### src/rtl/irl_pkg.sv
package irl_pkg;

  // Number of group members served by a level of the given width.
  function automatic int unsigned member_total(int unsigned lvl_w);
    return (32'd1 << lvl_w) - 32'd1;
  endfunction

  // Member index chosen by a level: all level bits inverted.
  // A zero level gives member_total(), which is one past the last member.
  function automatic int unsigned level_to_member(int unsigned lvl, int unsigned lvl_w);
    return lvl ^ member_total(lvl_w);
  endfunction

endpackage

### src/rtl/irl_level_capture.sv
module irl_level_capture #(
  parameter int unsigned LVL_W = 4
) (
  input  logic             clk,
  input  logic             rst_n,
  input  logic [LVL_W-1:0] lvl_in,
  output logic [LVL_W-1:0] lvl_q,
  output logic             chg
);

  logic [LVL_W-1:0] lvl_seen;

  // Capture register for the incoming level.
  always_ff @(posedge clk) begin
    if (!rst_n) lvl_q <= '0;
    else        lvl_q <= lvl_in;
  end

  // The level most recently acted on; updated in the cycle that acts on it.
  always_ff @(posedge clk) begin
    if (!rst_n) lvl_seen <= '0;
    else        lvl_seen <= lvl_q;
  end

  assign chg = (lvl_q != lvl_seen);

endmodule

### src/rtl/irl_member_select.sv
module irl_member_select #(
  parameter int unsigned LVL_W   = 4,
  parameter int unsigned MEMBERS = 15
) (
  input  logic [LVL_W-1:0]   lvl_q,
  output logic [MEMBERS-1:0] sel_oh
);

  logic [LVL_W-1:0] sel_idx;

  assign sel_idx = LVL_W'(irl_pkg::level_to_member(32'(lvl_q), LVL_W));

  // One compare per member. The out-of-range index from level 0 matches none.
  for (genvar i = 0; i < MEMBERS; i++) begin : g_cmp
    assign sel_oh[i] = (sel_idx == LVL_W'(i));
  end

endmodule

### src/rtl/irl_member_state.sv
module irl_member_state #(
  parameter int unsigned MEMBERS = 15
) (
  input  logic               clk,
  input  logic               rst_n,
  input  logic               chg,
  input  logic [MEMBERS-1:0] sel_oh,
  output logic [MEMBERS-1:0] src_assert,
  output logic [MEMBERS-1:0] src_enable,
  output logic [MEMBERS-1:0] src_set,
  output logic [MEMBERS-1:0] src_clr
);

  for (genvar i = 0; i < MEMBERS; i++) begin : g_mbr
    logic act_q;
    logic en_q;

    assign src_set[i] = chg &  sel_oh[i] & ~act_q;
    assign src_clr[i] = chg & ~sel_oh[i] &  act_q;

    always_ff @(posedge clk) begin
      if (!rst_n) begin
        act_q <= 1'b0;
        en_q  <= 1'b0;
      end else begin
        if (src_set[i])              act_q <= 1'b1;
        else if (src_clr[i])         act_q <= 1'b0;
        if (chg && sel_oh[i] && !en_q) en_q <= 1'b1;
      end
    end

    assign src_assert[i] = act_q;
    assign src_enable[i] = en_q;
  end

endmodule

### src/rtl/irl_level_decoder.sv
module irl_level_decoder #(
  parameter int unsigned LVL_W = 4,
  localparam int unsigned MEMBERS = (1 << LVL_W) - 1
) (
  input  logic               clk,
  input  logic               rst_n,
  input  logic [LVL_W-1:0]   lvl_in,
  output logic [MEMBERS-1:0] src_assert,
  output logic [MEMBERS-1:0] src_enable,
  output logic [MEMBERS-1:0] src_set,
  output logic [MEMBERS-1:0] src_clr
);

  // Named internal events, used by the bound checker.
  logic [LVL_W-1:0]   lvl_q;
  logic               chg;
  logic [MEMBERS-1:0] sel_oh;

  irl_level_capture #(.LVL_W(LVL_W)) u_capture (
    .clk    (clk),
    .rst_n  (rst_n),
    .lvl_in (lvl_in),
    .lvl_q  (lvl_q),
    .chg    (chg)
  );

  irl_member_select #(.LVL_W(LVL_W), .MEMBERS(MEMBERS)) u_select (
    .lvl_q  (lvl_q),
    .sel_oh (sel_oh)
  );

  irl_member_state #(.MEMBERS(MEMBERS)) u_state (
    .clk        (clk),
    .rst_n      (rst_n),
    .chg        (chg),
    .sel_oh     (sel_oh),
    .src_assert (src_assert),
    .src_enable (src_enable),
    .src_set    (src_set),
    .src_clr    (src_clr)
  );

endmodule

### config.mk
export PLATFORM = sky130hd
export DESIGN_NAME = irl_level_decoder
export DESIGN_NICKNAME = d
export VERILOG_FILES = /design/src/rtl/irl_pkg.sv /design/src/rtl/irl_level_capture.sv /design/src/rtl/irl_member_select.sv /design/src/rtl/irl_member_state.sv /design/src/rtl/irl_level_decoder.sv
export SDC_FILE = /design/constraint.sdc
export NUM_CORES = 1
export LEC_CHECK = 0
export ABC_AREA = 1
export BUFFER_PORTS_ARGS = -buffer_cell sky130_fd_sc_hd__buf_2
export CAP_MARGIN = 10
export CORE_MARGIN = 1
export CORE_UTILIZATION = 50
export CTS_CLUSTER_DIAMETER = 40
export DETAILED_ROUTE_END_ITERATION = 8
export PLACE_DENSITY_LB_ADDON = 0.2
export SLEW_MARGIN = 25
export SYNTH_ARGS = -nofsm -noshare
export SYNTH_HDL_FRONTEND = slang
export SYNTH_SLANG_ARGS = --single-unit
export TNS_END_PERCENT = 5
### constraint.sdc
create_clock -name clk -period 1.4 [get_ports clk]
set_input_delay 0.07 -clock clk [delete_from_list [all_inputs] [get_ports clk]]
set_output_delay 0.07 -clock clk [all_outputs]
set_load 0.03 [all_outputs]
; ---- Word level (Yosys, flattened, before mapping)
; Index checks and enable logic that the tools add are counted.
[totals]
reg_bits = 38
output_inout_bits = 60
input_bits = 6
wordCells = 229
[op_classes]
n_bitwise = 91
eq_ne = 15
n_reduce_logical = 61
mux = 30
[ops]
columns = cell, n
row1 = $and A1 B1 Y1, 60
row2 = $logic_and A1 B1 Y1, 30
row3 = $mux W1, 30
row4 = $not A1 Y1, 30
row5 = $reduce_bool A2 Y1, 15
row6 = $eq A4 B4 Y1 const B, 7
row7 = $eq A4 B3 Y1 const B, 4
row8 = $logic_not A1 Y1, 15
row9 = $eq A4 B2 Y1 const B, 2
row10 = $eq A4 B1 Y1 const B, 1
row11 = $logic_not A4 Y1, 1
row12 = $ne A4 B4 Y1, 1
row13 = $not A4 Y4, 1

; ---- Logic depth before layout (Yosys ltp)
; Gate-level depths: netlist of the first run.
[logic_depth]
ltp_word = 7
ltp_mapped = 8
mapped_depth_nobuf = 8

; ---- Hierarchy
; A second synthesis of the first run with hierarchy kept.
[unflattened]
cells_unflattened = 264
area_unflattened_um2 = 1780.5
[modules_own_cells]
columns = module, cells_per_inst, n_inst, seq_area_each_um2, area_per_inst_um2
row1 = irl_member_state, 189, 1, 600.6, 1367.6
row2 = irl_level_capture, 48, 1, 160.2, 311.5
row3 = irl_member_select, 27, 1, 0.0, 101.3

; ---- Worst setup path before layout of the first run
; No wires, ideal clock.
[synth_timing]
path_type = reg-to-output
start = reg u_capture.lvl_q[1]
end = out src_clr[0]
arrival_ns = 1.596
stages_incl_launch_ff = 7
path_buffers = 1
required_time_ns = 1.330
setup_slack_ns = -0.266
path_cell_list = dfxtp_1 nand2_1 nand2_1 nor2_4 nand2_2 buf_2 nor3b_1
[synth_between]
elab_chain_cells = 5
word_cells_on_any_way = 6
classes_between = eq/ne: 1 / bitwise: 4 / reduce/logical: 1
[synth_lines]
columns = item, line
row1 = from (decl), irl_level_capture.sv:7  ; output logic [LVL_W-1:0] lvl_q,
row2 = from (signal assigned), irl_level_capture.sv:16  ; else lvl_q <= lvl_in;
row3 = $not A4 Y4 (no line), -
row4 = $logic_not A4 Y1, irl_member_select.sv:15  ; assign sel_oh[i] = (sel_idx == LVL_W'(i));
row5 = $not A1 Y1, irl_member_state.sv:19  ; assign src_clr[i] = chg & ~sel_oh[i] & act_q;
row6 = $and A1 B1 Y1 * (2 in a row), irl_member_state.sv:19
row7 = to (decl), irl_level_decoder.sv:11  ; output logic [MEMBERS-1:0] src_clr
; Every way passes the cells marked *; elsewhere a longest branch is shown, timed or not.

; ---- Worst setup path in the final report of the first run
[layout_timing]
start = reg u_capture.lvl_q[0]
end = out src_clr[3]
[layout_between]
elab_chain_cells = 5
word_cells_on_any_way = 6
classes_between = eq/ne: 2 / bitwise: 4
[layout_lines]
columns = item, line
row1 = $not A4 Y4 (no line), -
row2 = $eq A4 B2 Y1, irl_member_select.sv:15
row3 = $not A1 Y1, irl_member_state.sv:19
row4 = $and A1 B1 Y1 * (2 in a row), irl_member_state.sv:19
; Marks and branches as above.

==> results of run 1 <==
==> timing repair <==
action | 4_1_cts | 5_1_grt
setup endpoints to repair | 30 | 31
pin swaps | 2 | 0
hold buffers | 4 | 0
resized for setup | 49 | 14
hold endpoints to repair | 4 | 0
==> synth_stat cells (all sizes together) <==
library cell,number
a21oi,26
buf,37
clkbuf,3
dfxtp,38
inv,51
nand2,63
nand3,11
nor2,55
nor3b,11
==> logic make-up after synthesis <==
| group | after synthesis | synth area share |
|---|---|---|
| AND/OR/NAND/NOR | 140 | 0.306 |
| buffers and inverters | 91 | 0.239 |
| flip-flops | 38 | 0.389 |
| AO/OA/AOI/OAI | 26 | 0.0665 |
==> layout make-up <==
cell class                 count  area [µm²]
tap                           48        60.1
fill                         358        1280
sequential                    38         769
clock buffer                   7        76.3
inverter                      51         191
timing repair buffer          77         512
multi-input combinational    166         826
==> metrics by stage <==
stage	setup slack (ps)	hold slack [ps]
2_1_floorplan	-266	168
3_3_place_gp	40.5	253
3_5_place_dp	29.3	257
4_1_cts	-178	238
5_1_grt	-258	275
6_report	-175	249
==> critical path: cells and delay by family (launching register included) <==
family	cells	cell delay [ps]
DFF	1	370
and+or+nand+nor	5	480
buffers and inverters	3	370
==> final timing paths <==
check                                         endpoint  slack, ps  cells past startpoint
worst min register to register   u_state.g_mbr[7].en_q        450                      2
worst min-delay path                u_capture.lvl_q[3]        250                      4
worst max-delay path                        src_clr[3]       -170                      8
worst max register to register  u_state.g_mbr[1].act_q        150                      8
==> metal layers <==
layer	up-vias	global-route usage	share of wire
met4	0	0.0667	0.0064
met5	-	0	0
met3	2	0.0563	0.051
met1	754	0.243	0.48
li1	930	-	-
met2	51	0.341	0.46
==> power breakdown <==
part / switching, mW / internal (mW)
clock: 0.338 / 0.342
sequential: 0.0408 / 1.14
combinational: 0.423 / 0.229
==> registers in the layout, summed over array words and instances, names as in the netlist <==
signal / cells
u_capture.lvl_q: 4
u_capture.lvl_seen: 4
u_state.g_mbr.act_q: 15
u_state.g_mbr.en_q: 15
==> summary.txt, run 1 <==
Min-Delay Startpoint -> rst_n
Vias/cell -> 4.49
FF+latch count, synth -> 38
Hold Vio Cnt, Final -> 0
Max stage delay cell, worst path -> dfxtp_2
first-pass GRT wire length -> 6.47 mm
Setup crit start -> u_capture.lvl_q[0]
total gr overflow -> 0
final design utilization -> 0.655
worst slew pin tran -> 559 ps
nets@finish -> 345
Wirelength per Cell -> 10.1 µm
Worst EP arrival -> 1500 ps
failing checks -> negative setup slack
Yosys top cell area share -> 0.389
Clock Tree Root -> clkbuf_8
clock tree from TritonCTS -> done
post-route cell area -> 2430 µm²
most used cell, CP -> nand2_1
die area -> 4170 µm²
Slew headroom -> 0.627
io pins -> 66
Critical Path, Cell by Cell -> inv_2 -> nand2_1 -> nand2_1 -> nor2_4 -> nand2_4 -> buf_12 -> nor3b_2 -> buf_4
GRT Total Usage -> 0.201
Synth Warn # -> 0
Final WS setup -> -175 ps
Routed Antenna Nets -> 0
port bufs -> 65
drt initial violations -> 98
drt first pass iters -> 5
initial antenna violation count -> 0
routability cong. -> 0.790
Setup CP Type -> reg -> out
Post-route DRC -> 0
setup violators final -> 30
Worst Setup Start Kind -> flop
commonest non-fill, non-tap cell in the layout -> nand2_1
Core Area -> 3720 µm²
final non-filler cell total -> 387
reg-to-reg startpoint -> u_capture.lvl_q[0]
Layout area overhead -> 24.4%
LEAKAGE -> 1.24 nW
chip height -> 64.6 µm
top fanout value on the critical path -> 20
Syn Inst Count -> 295
Critical Path End Type -> output pin
TritonCTS Buffers -> 5
most frequent cells in the layout -> nand2_1, inv_1, nor2_1
Clock Tree Buf Depth -> 2
DP Area -> 2140 µm²
Max Slew Vio Count -> 0
setup tns final -> -4280 ps
overall power -> 2.51 mW
RSZ-0062 raised after global routing -> true
worst-case vdd ir drop -> 706 µV
Die Wd -> 64.6 µm
Avg Inst Size Synth -> 6.63 µm²
mapped cell area -> 1960 µm²
DRT Wirelength -> 3.90 mm
area leader, netlist -> dfxtp_1
Worst-path clk slew -> 70 ps
Worst Path Required -> 1330 ps
Final Critical Period -> 1570 ps
clock latency on the worst-skew pair -> 280 ps
# Post-CTS Setup Buffers -> 0
Cell variety after synth -> 13
antenna cells -> 0
DP Wirelength -> 2.76 mm
# rows -> 22
PD cells -> 1030 nW/µm²
CTS sink cnt -> 38
final period utilization -> 1.12
share of cells above drive strength 1 -> 0.345
status -> finished, violations left
max cap viols -> 0
slowest stage delay, CP -> 370 ps
Layout Skew -> 2.32 ps
post-synthesis sequential area ratio -> 0.389
Initial Utilization -> 0.527
routed via count -> 1737
placed insts -> 376
vias in the first global route -> 1490
synth top area cells -> dfxtp_1, buf_4, nand2_1
number of levels in the clock H-tree -> 2
syn nets -> 301
f_max -> 635 MHz
largest net degree at the start of global routing -> 24
Hold Crit Class -> in -> reg
No activity file was read; power rests on OpenSTA's default activity.
==> inputs of run 2 (changes only) <==
Settings changed: CORE_UTILIZATION 50 to 48, SYNTH_HIERARCHICAL set to 1.
Clock period 1.4 ns to 1.7 ns, I/O delays scaled along.
==> run 2 against run 1 <==
The run now ends clean. Clock-buffer cell count is the same. Sequential share of layout area grew 5.7 points. Critical path depth unchanged. Combinational power decreased by 65%.
==> summary.txt, run 2 <==
status -> complete, no violations
Reg area -> 766 µm² (-0.49%)
Worst EP arrival -> 1540 ps (+40 ps)
area leader, netlist -> dfxtp_1
mapped cell area -> 1780 µm² (-9.0%)
Cell variety after synth -> 10 (-3)
FF+latch count, synth -> 38 (unchanged)
Clock Tree Buf Depth -> 2 (unchanged)
Initial Utilization -> 0.517 (-0.00933)
Avg Inst Size Synth -> 6.74 µm² (+1.7%)
DP Area -> 1910 µm² (-11%)
CTS sink cnt -> 38 (unchanged)
Die Wd -> 62.9 µm (-2.6%)
most used cell, CP -> nand2_1
io pins -> 66 (unchanged)
layout filler cell count -> 363 (+1.4%)
switching power total -> 0.471 mW (-41%)
number of levels in the clock H-tree -> 2 (unchanged)
DRT Wirelength -> 3.55 mm (-8.9%)
placed insts -> 340 (-9.6%)
share of cells above drive strength 1 -> 0.276 (-0.0688)
Adder-Cell Fraction of Synth Area -> 0 (unchanged)
initial antenna violation count -> 0 (unchanged)
Critical Path End Type -> output pin
Slew headroom -> 0.802 (+0.176)
RSZ-0062 raised after global routing -> true
clock latency on the worst-skew pair -> 290 ps (about the same)
xor/xnor share of the synthesized area -> 0 (unchanged)
final non-filler cell total -> 350 (-9.6%)
area of the multi-input gates -> 619 µm² (-25%)
Top delay family on crit path -> simple AND/OR/NAND/NOR gates
Worst Path Required -> 1620 ps (+290 ps)
synth top area cells -> dfxtp_1, nand2_1, buf_4
vias in the first global route -> 1352 (-9.3%)
Setup CP Type -> reg -> out
final design utilization -> 0.596 (-0.0594)
Routed Antenna Nets -> 0 (unchanged)
internal power -> 1.26 mW (-26%)
top flop regs -> u_state/g_mbr.act_q: 15 flops, u_state/g_mbr.en_q: 15 flops
pre-CTS setup slack -> 227 ps (+197 ps)
top-count cell post-synth -> nand2_1
chip height -> 62.9 µm (-2.6%)
Clock Tree Root -> clkbuf_8
Async SR Flop Fraction -> 0 (unchanged)
die area -> 3960 µm² (-5.1%)
Hold Vio Cnt, Final -> 0 (unchanged)
ys flop type -> dfxtp_1
top fanout value on the critical path -> 17 (-15%)
port bufs -> 65 (unchanged)
Post-route DRC -> 0 (unchanged)
routability cong. -> 0.870 (+10%)
setup violators final -> 0 (-100%)
most frequent cells in the layout -> nand2_1, buf_2, nor2_1
mux cell area share after synthesis -> 0 (unchanged)
Net Sw Frac -> 0.272 (-0.0475)
total gr overflow -> 0 (unchanged)
clock tree from TritonCTS -> done
Core Area -> 3440 µm² (-7.4%)
# Post-CTS Setup Buffers -> 0 (unchanged)
routed via count -> 1578 (-9.2%)
Synth Area in Compound Gates -> 0.0843 (+0.0178)
Final Critical Period -> 1630 ps
largest family of logic cells by synthesized area -> simple AND/OR/NAND/NOR gates
Yosys top cell area share -> 0.427 (+0.0385)
number of synthesized flops with an enable pin -> 0 (unchanged)
post-synthesis sequential area ratio -> 0.427 (+0.0385)
Wirelength per Cell -> 10.1 µm (+0.69%)
Max stage delay cell, worst path -> dfxtp_2
sequential share of power -> 0.538 (+0.069)
Hold Crit Class -> in -> reg
f_max -> 614 MHz
buffers and inverters on the worst path -> 2 (-1)
post-synthesis simple-gate area fraction -> 0.255 (-0.0505)
worst-case vdd ir drop -> 433 µV (-39%)
post-route cell area -> 2050 µm² (-16%)
GRT Total Usage -> 0.188 (-0.0126)
max cap viols -> 0 (unchanged)
PD cells -> 846 nW/µm² (-18%)
syn nets -> 270 (-10%)
Layout Skew -> 4.73 ps (+2.41 ps)
first-pass GRT wire length -> 5.86 mm (-9.5%)
Vias/cell -> 4.51 (+0.45%)
Worst Setup Start Kind -> flop
Syn Inst Count -> 264 (-11%)
largest net degree at the start of global routing -> 31 (+29%)
drt first pass iters -> 4 (-1)
commonest non-fill, non-tap cell in the layout -> nand2_1
Worst-path clk slew -> 70 ps (about the same)
final period utilization -> 0.959
DP Wirelength -> 2.54 mm (-8.2%)
Comb pwr share -> 0.132 (-0.128)
Clk pwr share -> 0.330 (+0.059)
antenna cells -> 0 (unchanged)
Max Slew Vio Count -> 0 (unchanged)
Layout area overhead -> 15.2%
Critical Path, Cell by Cell -> nand2_1 -> nand2_1 -> nor2_1 -> nand2_1 -> buf_6 -> nand2_2 -> nor2_1 -> clkbuf_4
commonest cells in the netlist -> nand2_1, nor2_1, dfxtp_1, inv_1, buf_4
LEAKAGE -> 1.11 nW (-10%)
# rows -> 21 (-4.5%)
nets@finish -> 310 (-10%)
Final WS setup -> 70.1 ps (+245 ps)
worst slew pin tran -> 296 ps (-263 ps)
Synth Warn # -> 6 (+6)
TritonCTS Buffers -> 5 (unchanged)
slowest stage delay, CP -> 380 ps (about the same)
drt initial violations -> 65 (-34%)
==> run 2: worst register-to-register path, stage by stage (launching register included) <==
cell and delay [ps]:
dfxtp_2 370, inv_1 50, nand2_1 50, nand2_1 50, nor2_1 120, nand2_1 110
buf_6 170, inv_2 240, nand2_1 80, a21oi_1 130
==> run 2: layer usage <==
metal / GRT usage / part of all wire
met4: 0.0872 / 0.017
met2: 0.289 / 0.42
met5: 0 / 0
met1: 0.244 / 0.49
met3: 0.0493 / 0.071
==> run 2: worst paths after layout <==
check	from	end	slack [ps]	cells past startpoint
worst max-delay path	u_capture/lvl_q[2]	src_set[7]	70	8
worst min-delay path	lvl_in[3]	u_capture/lvl_q[3]	7	3
worst max register to register	u_capture/lvl_q[1]	u_state/g_mbr[13].act_q	270	9
worst min register to register	u_state/g_mbr[1].en_q	u_state/g_mbr[1].en_q	450	2
==> run 2: cell families (layout without fill, tap and decap cells) <==
group,Yosys count,count (layout)
and+or+nand+nor,121,121
buffers and inverters,75,115
DFF,38,38
AOI/OAI and AO/OA,30,30
==> run 2: through the flow <==
step,TNS [ps],hold slack (ps),power (mW)
finish,0,7.07,1.74
global route,-257,22.5,1.81
CTS,0,5.45,1.74
detailed placement,0,266,1.17
global placement,0,262,1.17
floorplan,0,178,1.14
==> run 2: timing repair <==
| action | CTS | global route |
|---|---|---|
| gates cloned | 0 | 0 |
| pin swaps | 0 | 0 |
| hold endpoints to repair | 3 | 0 |
| endpoints found under the setup margin | 1 | 30 |
| resized for setup | 1 | 14 |
| hold buffers | 3 | 0 |
==> run 2: final cells by class <==
class / instances / area share
clock buffer: 7 / 0.0372
tap: 46 / 0.0281
inverter: 37 / 0.0677
multi-input combinational: 151 / 0.302
timing repair buffer: 71 / 0.192
sequential: 38 / 0.373
==> run 2: power groups by stage <==
stage,registers (mW),logic (mW),clock network (mW)
finish,0.934,0.229,0.573
global route,0.937,0.253,0.616
floorplan,0.949,0.189,0
detailed placement,0.953,0.216,0
CTS,0.933,0.222,0.584
global placement,0.952,0.214,0
